[src/rtl/tmon_pkg.sv]
package tmon_pkg;
  localparam int unsigned REG_AW  = 16;
  localparam int unsigned N_EVT   = 4;
  localparam int unsigned SEL_W   = 3;

  localparam logic [REG_AW-1:0] A_CTRL   = 16'h0000;
  localparam logic [REG_AW-1:0] A_ENSET  = 16'h0010;
  localparam logic [REG_AW-1:0] A_FLAG   = 16'h0050;
  localparam logic [REG_AW-1:0] A_CYC    = 16'h0100;
  localparam logic [REG_AW-1:0] A_EVC0   = 16'h0110;
  localparam logic [REG_AW-1:0] A_EVC_ST = 16'h0010;
  localparam logic [REG_AW-1:0] A_SEL0   = 16'h1000;
  localparam logic [REG_AW-1:0] A_SEL_ST = 16'h0100;

  localparam logic [SEL_W-1:0] SRC_RD   = 3'd5;
  localparam logic [SEL_W-1:0] SRC_WR   = 3'd6;
  localparam logic [SEL_W-1:0] SRC_BOTH = 3'd7;

  function automatic logic [REG_AW-1:0] evc_addr(int unsigned n);
    return A_EVC0 + REG_AW'(n) * A_EVC_ST;
  endfunction

  function automatic logic [REG_AW-1:0] sel_addr(int unsigned n);
    return A_SEL0 + REG_AW'(n) * A_SEL_ST;
  endfunction

  function automatic logic [1:0] beat_inc(logic [SEL_W-1:0] src, logic rd, logic wr);
    case (src)
      SRC_RD:   return {1'b0, rd};
      SRC_WR:   return {1'b0, wr};
      SRC_BOTH: return 2'({1'b0, rd}) + 2'({1'b0, wr});
      default:  return 2'd0;
    endcase
  endfunction
endpackage

[src/rtl/tmon_counter.sv]
module tmon_counter #(
  parameter int unsigned W = 32
) (
  input  logic         clk,
  input  logic         rst,
  input  logic         clr,
  input  logic         adv,
  input  logic [1:0]   inc,
  output logic [W-1:0] cnt,
  output logic         wrap
);
  logic [W:0] sum;
  assign sum  = {1'b0, cnt} + (W+1)'(inc);
  assign wrap = adv && !clr && sum[W];

  always_ff @(posedge clk) begin
    if (rst || clr)   cnt <= '0;
    else if (adv)     cnt <= sum[W-1:0];
  end


  clr_prio_chk: assert property (@(posedge clk) disable iff (rst)
    clr |=> (cnt == '0));

  hold_chk: assert property (@(posedge clk) disable iff (rst)
    (!clr && !adv) |=> $stable(cnt));

  wrap_low_chk: assert property (@(posedge clk) disable iff (rst)
    wrap |=> (cnt < W'(2)));
endmodule

[src/rtl/tmon_regs.sv]
module tmon_regs
  import tmon_pkg::*;
(
  input  logic                        clk,
  input  logic                        rst,
  input  logic                        wr,
  input  logic [REG_AW-1:0]           addr,
  input  logic [31:0]                 wdata,
  input  logic                        wrap_cyc,
  input  logic [N_EVT-1:0]            wrap_evt,
  output logic                        run,
  output logic                        en_cyc,
  output logic [N_EVT-1:0]            en_evt,
  output logic                        clr_cyc,
  output logic                        clr_evt,
  output logic                        flag_cyc,
  output logic [N_EVT-1:0]            flag_evt,
  output logic [N_EVT-1:0][SEL_W-1:0] src
);
  logic hit_ctrl, hit_en, hit_flag;
  assign hit_ctrl = wr && (addr == A_CTRL);
  assign hit_en   = wr && (addr == A_ENSET);
  assign hit_flag = wr && (addr == A_FLAG);

  assign clr_cyc = hit_ctrl && wdata[1];
  assign clr_evt = hit_ctrl && wdata[2];

  always_ff @(posedge clk) begin
    if (rst) begin
      run      <= 1'b0;
      en_cyc   <= 1'b0;
      en_evt   <= '0;
      flag_cyc <= 1'b0;
      flag_evt <= '0;
    end else begin
      if (hit_ctrl) run <= wdata[0];
      if (hit_en) begin
        en_cyc <= en_cyc | wdata[31];
        en_evt <= en_evt | wdata[N_EVT-1:0];
      end
      flag_cyc <= (flag_cyc && !(hit_flag && wdata[31])) || wrap_cyc;
      flag_evt <= (flag_evt & ~(hit_flag ? wdata[N_EVT-1:0] : '0)) | wrap_evt;
    end
  end

  for (genvar n = 0; n < N_EVT; n++) begin : g_src
    always_ff @(posedge clk) begin
      if (rst)                                src[n] <= '0;
      else if (wr && (addr == sel_addr(n)))   src[n] <= wdata[SEL_W-1:0];
    end
  end


  flag_set_chk: assert property (@(posedge clk) disable iff (rst)
    wrap_cyc |=> flag_cyc);

  flag_keep_chk: assert property (@(posedge clk) disable iff (rst)
    (flag_cyc && !hit_flag) |=> flag_cyc);

  run_stable_chk: assert property (@(posedge clk) disable iff (rst)
    !hit_ctrl |=> $stable(run));
endmodule

[src/rtl/bus_traffic_monitor.sv]
module bus_traffic_monitor
  import tmon_pkg::*;
#(
  parameter int unsigned CNT_W = 32,
  parameter int unsigned EXT_W = 8
) (
  input  logic              clk,
  input  logic              rst,
  input  logic              reg_wr,
  input  logic              reg_rd,
  input  logic [REG_AW-1:0] reg_addr,
  input  logic [31:0]       reg_wdata,
  output logic [31:0]       reg_rdata,
  input  logic              rd_beat,
  input  logic              wr_beat
);
  localparam int unsigned WIDE_W = CNT_W + EXT_W;
  localparam int unsigned LAST   = N_EVT - 1;

  logic                        run, en_cyc, clr_cyc, clr_evt, flag_cyc, wrap_cyc;
  logic [N_EVT-1:0]            en_evt, flag_evt, wrap_evt;
  logic [N_EVT-1:0][SEL_W-1:0] src;
  logic [CNT_W-1:0]            cyc_cnt;
  logic [N_EVT-1:0][WIDE_W-1:0] evt_cnt;
  logic [31:0]                 rd_val;

  tmon_regs u_regs (
    .clk(clk), .rst(rst), .wr(reg_wr), .addr(reg_addr), .wdata(reg_wdata),
    .wrap_cyc(wrap_cyc), .wrap_evt(wrap_evt), .run(run), .en_cyc(en_cyc),
    .en_evt(en_evt), .clr_cyc(clr_cyc), .clr_evt(clr_evt),
    .flag_cyc(flag_cyc), .flag_evt(flag_evt), .src(src)
  );

  tmon_counter #(.W(CNT_W)) u_cyc (
    .clk(clk), .rst(rst), .clr(clr_cyc), .adv(run && en_cyc), .inc(2'd1),
    .cnt(cyc_cnt), .wrap(wrap_cyc)
  );

  for (genvar n = 0; n < N_EVT; n++) begin : g_evt
    localparam int unsigned W = (n == LAST) ? WIDE_W : CNT_W;
    logic [W-1:0] c;
    tmon_counter #(.W(W)) u_ctr (
      .clk(clk), .rst(rst), .clr(clr_evt), .adv(run && en_evt[n]),
      .inc(beat_inc(src[n], rd_beat, wr_beat)), .cnt(c), .wrap(wrap_evt[n])
    );
    assign evt_cnt[n] = WIDE_W'(c);
  end

  always_comb begin
    rd_val = '0;
    if (reg_addr == A_CTRL)  rd_val = {31'd0, run};
    if (reg_addr == A_ENSET) rd_val = {en_cyc, 31'(en_evt)};
    if (reg_addr == A_FLAG)  rd_val = {flag_cyc, 31'(flag_evt)};
    if (reg_addr == A_CYC)   rd_val = 32'(cyc_cnt);
    for (int n = 0; n < N_EVT; n++) begin
      if (reg_addr == sel_addr(n)) rd_val = 32'(src[n]);
      if (reg_addr == evc_addr(n) && src[n] != '0)
        rd_val = (n == LAST) ? 32'(evt_cnt[n][WIDE_W-1:EXT_W]) : 32'(evt_cnt[n]);
    end
    if (reg_addr == evc_addr(N_EVT) && src[LAST] != '0)
      rd_val = 32'(evt_cnt[LAST][EXT_W-1:0]);
  end

  always_ff @(posedge clk) begin
    if (rst)         reg_rdata <= '0;
    else if (reg_rd) reg_rdata <= rd_val;
  end


  src_off_zero_chk: assert property (@(posedge clk) disable iff (rst)
    (reg_rd && reg_addr == A_EVC0 && src[0] == '0) |=> (reg_rdata == '0));

  unmapped_zero_chk: assert property (@(posedge clk) disable iff (rst)
    (reg_rd && reg_addr == 16'h0200) |=> (reg_rdata == '0));

  rdata_hold_chk: assert property (@(posedge clk) disable iff (rst)
    !reg_rd |=> $stable(reg_rdata));
endmodule

[config.mk]
export PLATFORM = sky130hd
export DESIGN_NAME = bus_traffic_monitor
export DESIGN_NICKNAME = d
export VERILOG_FILES = /design/src/rtl/tmon_pkg.sv /design/src/rtl/tmon_counter.sv /design/src/rtl/tmon_regs.sv /design/src/rtl/bus_traffic_monitor.sv
export SDC_FILE = /design/constraint.sdc
export NUM_CORES = 1
export LEC_CHECK = 0
export ABC_AREA = 1
export BUFFER_PORTS_ARGS = -buffer_cell sky130_fd_sc_hd__buf_2
export CAP_MARGIN = 40
export CELL_PAD_IN_SITES_DETAIL_PLACEMENT = 0
export CELL_PAD_IN_SITES_GLOBAL_PLACEMENT = 1
export CORE_UTILIZATION = 44
export DETAILED_ROUTE_END_ITERATION = 12
export PLACE_DENSITY = 0.81
export SLEW_MARGIN = 10
export SYNTH_ARGS = -nofsm -noshare
export SYNTH_HDL_FRONTEND = slang
export SYNTH_SLANG_ARGS = --single-unit
[constraint.sdc]
create_clock -name clk -period 4.1 [get_ports clk]
set_clock_uncertainty 0.1 [all_clocks]
set_input_delay 0.615 -clock clk [delete_from_list [all_inputs] [get_ports clk]]
set_output_delay 0.615 -clock clk [all_outputs]
set_load 0.005 [all_outputs]
* After elaboration in Yosys (flattened, before gate mapping)
Index checks and enable logic that the tools add are counted.
** Storage, ports and cells
- Register bits after elaboration :: 223
- Latch bits :: 0
- RAM bits :: 0
- Bits in read-only memories :: 0
- Input port bits :: 54
- Output and inout bits :: 32
- Word-level logic and storage cells :: 110
- Memories :: 0
** Operators by class
- $add $sub $neg :: 6
- Multipliers :: 0
- Div/mod/pow operators :: 0
- Magnitude comparators :: 0
- Equal/unequal tests :: 24
- Shifts and indexed selects :: 0
- Mux-type cells :: 18
- Bitwise gates (word level) :: 5
- Reductions and logical operators :: 42
** Operator list (number)
- $mux W32 :: 12
- $add A32 B2 Y33 :: 3
- $eq A16 B9 Y1 const B :: 6
- $eq A16 B13 Y1 const B :: 4
- $add A40 B2 Y41 :: 1
- $eq A3 B3 Y1 const B :: 12
- $add A32 B1 Y33 const B :: 1
- $logic_and A1 B1 Y1 :: 31
- $pmux W2 S3 :: 4
- $eq A16 B5 Y1 const B :: 1
- $eq A16 B7 Y1 const B :: 1
- $logic_not A16 Y1 :: 1
- $reduce_bool A3 Y1 :: 4
- $or A4 B4 Y4 :: 2
- $and A4 B4 Y4 :: 1
- $mux W4 :: 1
- $not A4 Y4 :: 1
- $logic_not A1 Y1 :: 3
- $logic_or A1 B1 Y1 :: 3
- $add A1 B1 Y2 :: 1
- $mux W1 :: 1
- $or A1 B1 Y1 :: 1

* Depth between registers and ports, before layout
- Word-level depth :: 14
- Depth in mapped cells :: 19
- Gate-level depth less buffers :: 19

* Hierarchy
From an unflattened synthesis, not the netlist that was laid out.
** Unflattened totals
- Cells, all modules :: 2244
- Area total of the unflattened synthesis :: 13939.6 um^2
** Modules (own cells, without submodules)
- tmon_counter (g_evt[0].u_ctr ...) :: instances 4, cells each 298, area each 1858.0 um^2, seq. area each 640.6 um^2
- bus_traffic_monitor :: instances 1, cells each 503, area each 2939.1 um^2, seq. area each 640.6 um^2
- tmon_counter (g_evt[3].u_ctr) :: instances 1, cells each 376, area each 2396.0 um^2, seq. area each 800.8 um^2
- tmon_regs :: instances 1, cells each 173, area each 1172.4 um^2, seq. area each 460.4 um^2

* Worst setup path after synthesis
Ideal clock, no wire load.
- Path kind :: input to register
- Start :: input rd_beat
- End :: register g_evt[1].u_ctr.cnt[26]
- Setup time :: 0.119 ns
- Data arrival time :: 2.927 ns
- Path slack :: 0.954 ns
- Cell stages on the path :: 14
- Path buffers :: 0
- Path through :: ha_1 -> a21oi_1 -> a211oi_1 -> ha_1 -> inv_1 -> fa_1 -> nor3_1 -> nand4_1 -> nor2_1 -> inv_1 -> nor2_1 -> nand3_1 -> o21ai_0 -> a21oi_1
** Between the ends
- Longest elaborated chain between the ends :: 3
** RTL lines
- start, declared :: line bus_traffic_monitor.sv:14 : input logic rd_beat,
- $add A1 B1 Y2 :: line tmon_pkg.sv:31 : SRC_BOTH: return 2'({1'b0, rd}) + 2'({1'b0, wr});
- $pmux W2 S3 (*) :: line tmon_pkg.sv:28 : case (src)
- $add A32 B2 Y33 (*) :: line tmon_counter.sv:13 : assign sum = {1'b0, cnt} + (W+1)'(inc);
- end signal, assigned :: line tmon_counter.sv:18 : else if (adv) cnt <= sum[W-1:0];
- end, declared :: line tmon_counter.sv:9 : output logic [W-1:0] cnt,
Mark *: on every way between the ends. The rest lies on a longest branch, timed or not.
A chain may end at the register's enable or synchronous reset.

* Worst setup path after layout
- Start :: register u_regs.src[4] (netlist bit)
- End :: register u_regs.flag_evt[1]
** Between the ends
- Longest elaborated chain between the ends :: 5
- Elaborated cells on any way between the ends :: 7
- Classes of those cells :: 1 x add/sub; 3 x eq/ne; 1 x mux; 1 x bitwise; 1 x reduce/logical
** RTL lines
- start, declared :: line tmon_regs.sv:18 : output logic [N_EVT-1:0][SEL_W-1:0] src
- start signal, assigned by index :: line tmon_regs.sv:49 : else if (wr && (addr == sel_addr(n))) src[n] <= wdata[SEL_W-1:0];
- $eq A3 B3 Y1 :: line tmon_pkg.sv:28
- $pmux W2 S3 (*) :: line tmon_pkg.sv:28
- $add A32 B2 Y33 (*) :: line tmon_counter.sv:13
- $logic_and A1 B1 Y1 (*) :: line tmon_counter.sv:14 : assign wrap = adv && !clr && sum[W];
- $or A4 B4 Y4 (*) :: line tmon_regs.sv:42 : flag_evt <= (flag_evt & ~(hit_flag ? wdata[N_EVT-1:0] : '0)) | wrap_evt;
- end signal, assigned :: line tmon_regs.sv:42
- end, declared :: line tmon_regs.sv:17 : output logic [N_EVT-1:0] flag_evt,
Marks and branches as above.

==> results.toml <==
[outcome]
status = "finished, final reports clean"

[clock_network]
clock_sinks = 223
clk_latency_ps = 550
htreeDepth = 1
cts-root-buf = "clkbuf_16"
cts_tree = "built"
hold_buffers = 0
clk_pin_slew_ps = 60
cts_buffers = 28
cts_resized = 0
cts_buffer_depth = 3
post_cts_buffers = 0

[finish]
area_growth_pct = 13.7
finalNetCount = 1942
final.fill_count = 2789
design_area_sq_um = 13600
diodes = 0
drive_gt1_share_pct = 8.50

[timing]
setup_viol = 0
setup_ws_ps = 661
slew_violations = 0
rsz0062_at_grt = "false"
setup_tns_ps = 0
period_share_pct = 83.9
hold_viol = 0
timing.fmax_mhz = 291
tightest_slew_ps = 694
post-route-min-period_ps = 3440
relSlewSlack_pct = 53.6

[floorplan]
rows = 60
die_x_um = 167
initial_core_util_pct = 44.7
coreArea_sq_um = 26800
chipHeight_um = 167
io_pins = 86
die-area_sq_um = 27900

[worst_setup_path]
critPathCaptureType = "flop"
reg2reg_to = "u_regs.flag_evt[1]$_SDFF_PP0_"
r2r_slack_ps = 660
startpoint = "u_regs.src[4]$_SDFFE_PP0P_"
crit_type = "flop to flop"
reg2regPathDepth = 16
worstReg2RegStart = "u_regs.src[4]$_SDFFE_PP0P_"
required_ps = 4470
cp-start-kind = "flop"
critical_path_arrival_ps = 3800
crit_fanout = 5

[global_routing]
grt_max_degree = 44
use_met2_pct = 44.1
grt_pass1_vias = 11100
grtUsageTotal_pct = 26.7
busiest_layer = "met2"
grt_pass1_wl_mm = 59.5
overflow = 0
use_met1_pct = 37.2
antenna_found_initial = 0
grt_use_met3_pct = 2.85

[power_and_ir_drop]
switching_share_pct = 22.5
p_int_w = 0.00369
p_comb_share_pct = 2.5
pwr-share-seq_pct = 45.5
net-switching-power_w = 0.00107
power_density_nw_per_um2 = 349
p_leak_nw = 4.76
power_frac_clock_pct = 51.9
vdd_drop_max_uv = 260

[detailed_routing]
drc = 0
dr_total_vias = 11900
dr.pass1.iters = 5
vias_per_cell = 5.30
drt_iter0_markers = 913
post_drt_wl_per_cell_um = 16.6
drt-total-wl_mm = 37.1
antenna_left = 0

[synthesis]
synth_compound_area_share_pct = 15.9
async_flop_share_pct = 0
synth_flop_cell = "dfxtp_1"
synthMuxAreaShare_pct = 0
ys_seq_elements = 223
synthesis.nets = 1874
synth_edf_count = 0
ys_seq_area_share_pct = 37.2
synth_top_area_share_pct = 37.2
synthSimpleGateAreaFrac_pct = 31.0
ys_warn_count = 0
synth_top_family_by_area = "simple AND/OR/NAND/NOR gates"
ys_types = 42
synth_area_leaders = "dfxtp_1 37%, nand2_1 11%, inv_1 8.0%"
synth_fa_ha_area_share_pct = 1.71
synth-xor-area-share_pct = 4.24
yosysTopAreaCell = "dfxtp_1"
syn_area_per_cell_sq_um = 6.64
syn_area_sq_um = 12000
syn-instance-count = 1806

[min_path]
holdCritPathClass = "input pin to flop"
min_path_cells = 3
worstHoldEndpoint = "u_regs.en_cyc$_SDFFE_PP0P_"
hold_start = "reg_wdata[31]"

[place]
post_dp_cell_area_sq_um = 12700
routabilityCongestion = 0.909
port_buffers = 58
dpl_worst_slack_ps = 186
hpwl_mm = 28.2

[job]
cap_viol_max_count = 0
==> synthesized netlist by cell type (2+ instances only) <==
cell / n
o221ai_1: 14
nor4_1: 25
nor2_1: 229
nor3_1: 88
buf_2: 7
o21ai_1: 2
buf_1: 4
xor2_1: 52
o2111ai_1: 2
ha_1: 10
clkinv_1: 3
nand3_1: 87
o41ai_1: 2
a221oi_1: 2
o21ai_0: 97
nand4_1: 37
xnor2_1: 6
a31oi_1: 3
nand2_1: 355
or2_2: 4
inv_2: 10
nor3b_1: 8
fa_1: 4
a21oi_1: 175
buf_4: 7
dfxtp_1: 223
nand2_2: 4
a22oi_1: 4
clkbuf_1: 23
nor2_2: 16
o211ai_1: 7
inv_1: 254
a211oi_1: 7
o21a_1: 10
o22ai_1: 18
==> sequential cells by signal (all words and copies together) (netlist names) <==
signal,flops
u_regs.en_cyc,1
u_regs.en_evt,4
u_regs.flag_evt,4
g_evt.u_ctr.cnt,136
u_cyc.cnt,32
u_regs.run,1
reg_rdata,32
u_regs.flag_cyc,1
u_regs.src,12
==> logic make-up after synthesis <==
kind of cell,after synthesis
compound gates,345
xor+xnor,58
fa+ha+maj,14
buf+inv,308
flops,223
simple gates,858
==> cell usage in the layout, fill, tap and decap left out, types with 8 or more instances in the layout <==
cell       count
nor3_1        88
o21a_1        10
buf_4         19
buf_2         58
nand4_1       37
dfxtp_1      223
inv_2         10
nor4_1        25
clkbuf_16     28
nor2_2        17
inv_1        254
o22ai_1       18
nor3b_1        8
o221ai_1      14
ha_1          10
nor2_1       228
nand3_1       87
nand2_1      355
xor2_1        52
o21ai_0       97
a21oi_1      175
==> metal layers <==
metal,vias to the layer above,routed length (um)
li1,6075,-
met1,5452,17800
met2,273,16700
met3,52,1850
met4,0,723
met5,-,0
==> area by class of cell <==
class | count | area (sq um) | share of cell area, %
clock buffers | 41 | 810 | 5.94
clock inverters | 10 | 115 | 0.845
inverters | 267 | 1000 | 7.36
multi-input cells | 1275 | 6330 | 46.5
flip-flops and latches | 223 | 4460 | 32.8
well taps | 341 | 427 | 3.13
repair buffers | 79 | 473 | 3.47
==> power by group through the flow <==
stage	Clock (W)	Combinational, W	Sequential, W
floorplan	0	0.0000704	0.00221
global placement	0	0.000119	0.00221
detailed placement	0	0.000120	0.00221
CTS	0.00252	0.000121	0.00217
global route	0.00261	0.000132	0.00217
finish	0.00247	0.000121	0.00217
==> worst max path at each step <==
stage / endpoint / slack [ps] / cells past startpoint
finish: u_regs.flag_evt[1]$_SDFF_PP0_ / 660 / 16
global route: u_regs.flag_evt[1]$_SDFF_PP0_ / 260 / 16
detailed placement: u_regs.flag_evt[1]$_SDFF_PP0_ / 190 / 16
CTS: u_regs.flag_evt[3]$_SDFF_PP0_ / 670 / 16
floorplan: g_evt[1].u_ctr.cnt[26]$_SDFFE_PP0P_ / 950 / 14
global placement: u_regs.flag_evt[1]$_SDFF_PP0_ / 270 / 16
==> critical path, stage by stage (launching register included) <==
cell and delay [ps]:
dfxtp_1 330, inv_1 90, nor3_1 240, a21oi_1 100, a211oi_1 220, ha_1 210, inv_1 50, fa_1 390
nor3_1 370, nand4_1 260, nor2_1 200, inv_1 110, nor2_1 160, nand2_1 110, inv_1 110, nand3_1 140
a21oi_1 160
==> stage by stage <==
step / instances / power [W] / util, % / hold slack (ps)
finish: 2236 / 0.00476 / 50.8 / 269
CTS: 2236 / 0.00481 / 50.8 / 247
global route: 2236 / 0.00490 / 50.8 / 273
global placement: 2185 / 0.00233 / 47.4 / 349
detailed placement: 2185 / 0.00233 / 47.4 / 354
floorplan: 1806 / 0.00228 / - / 343
No activity file was read; power rests on OpenSTA's default activity.
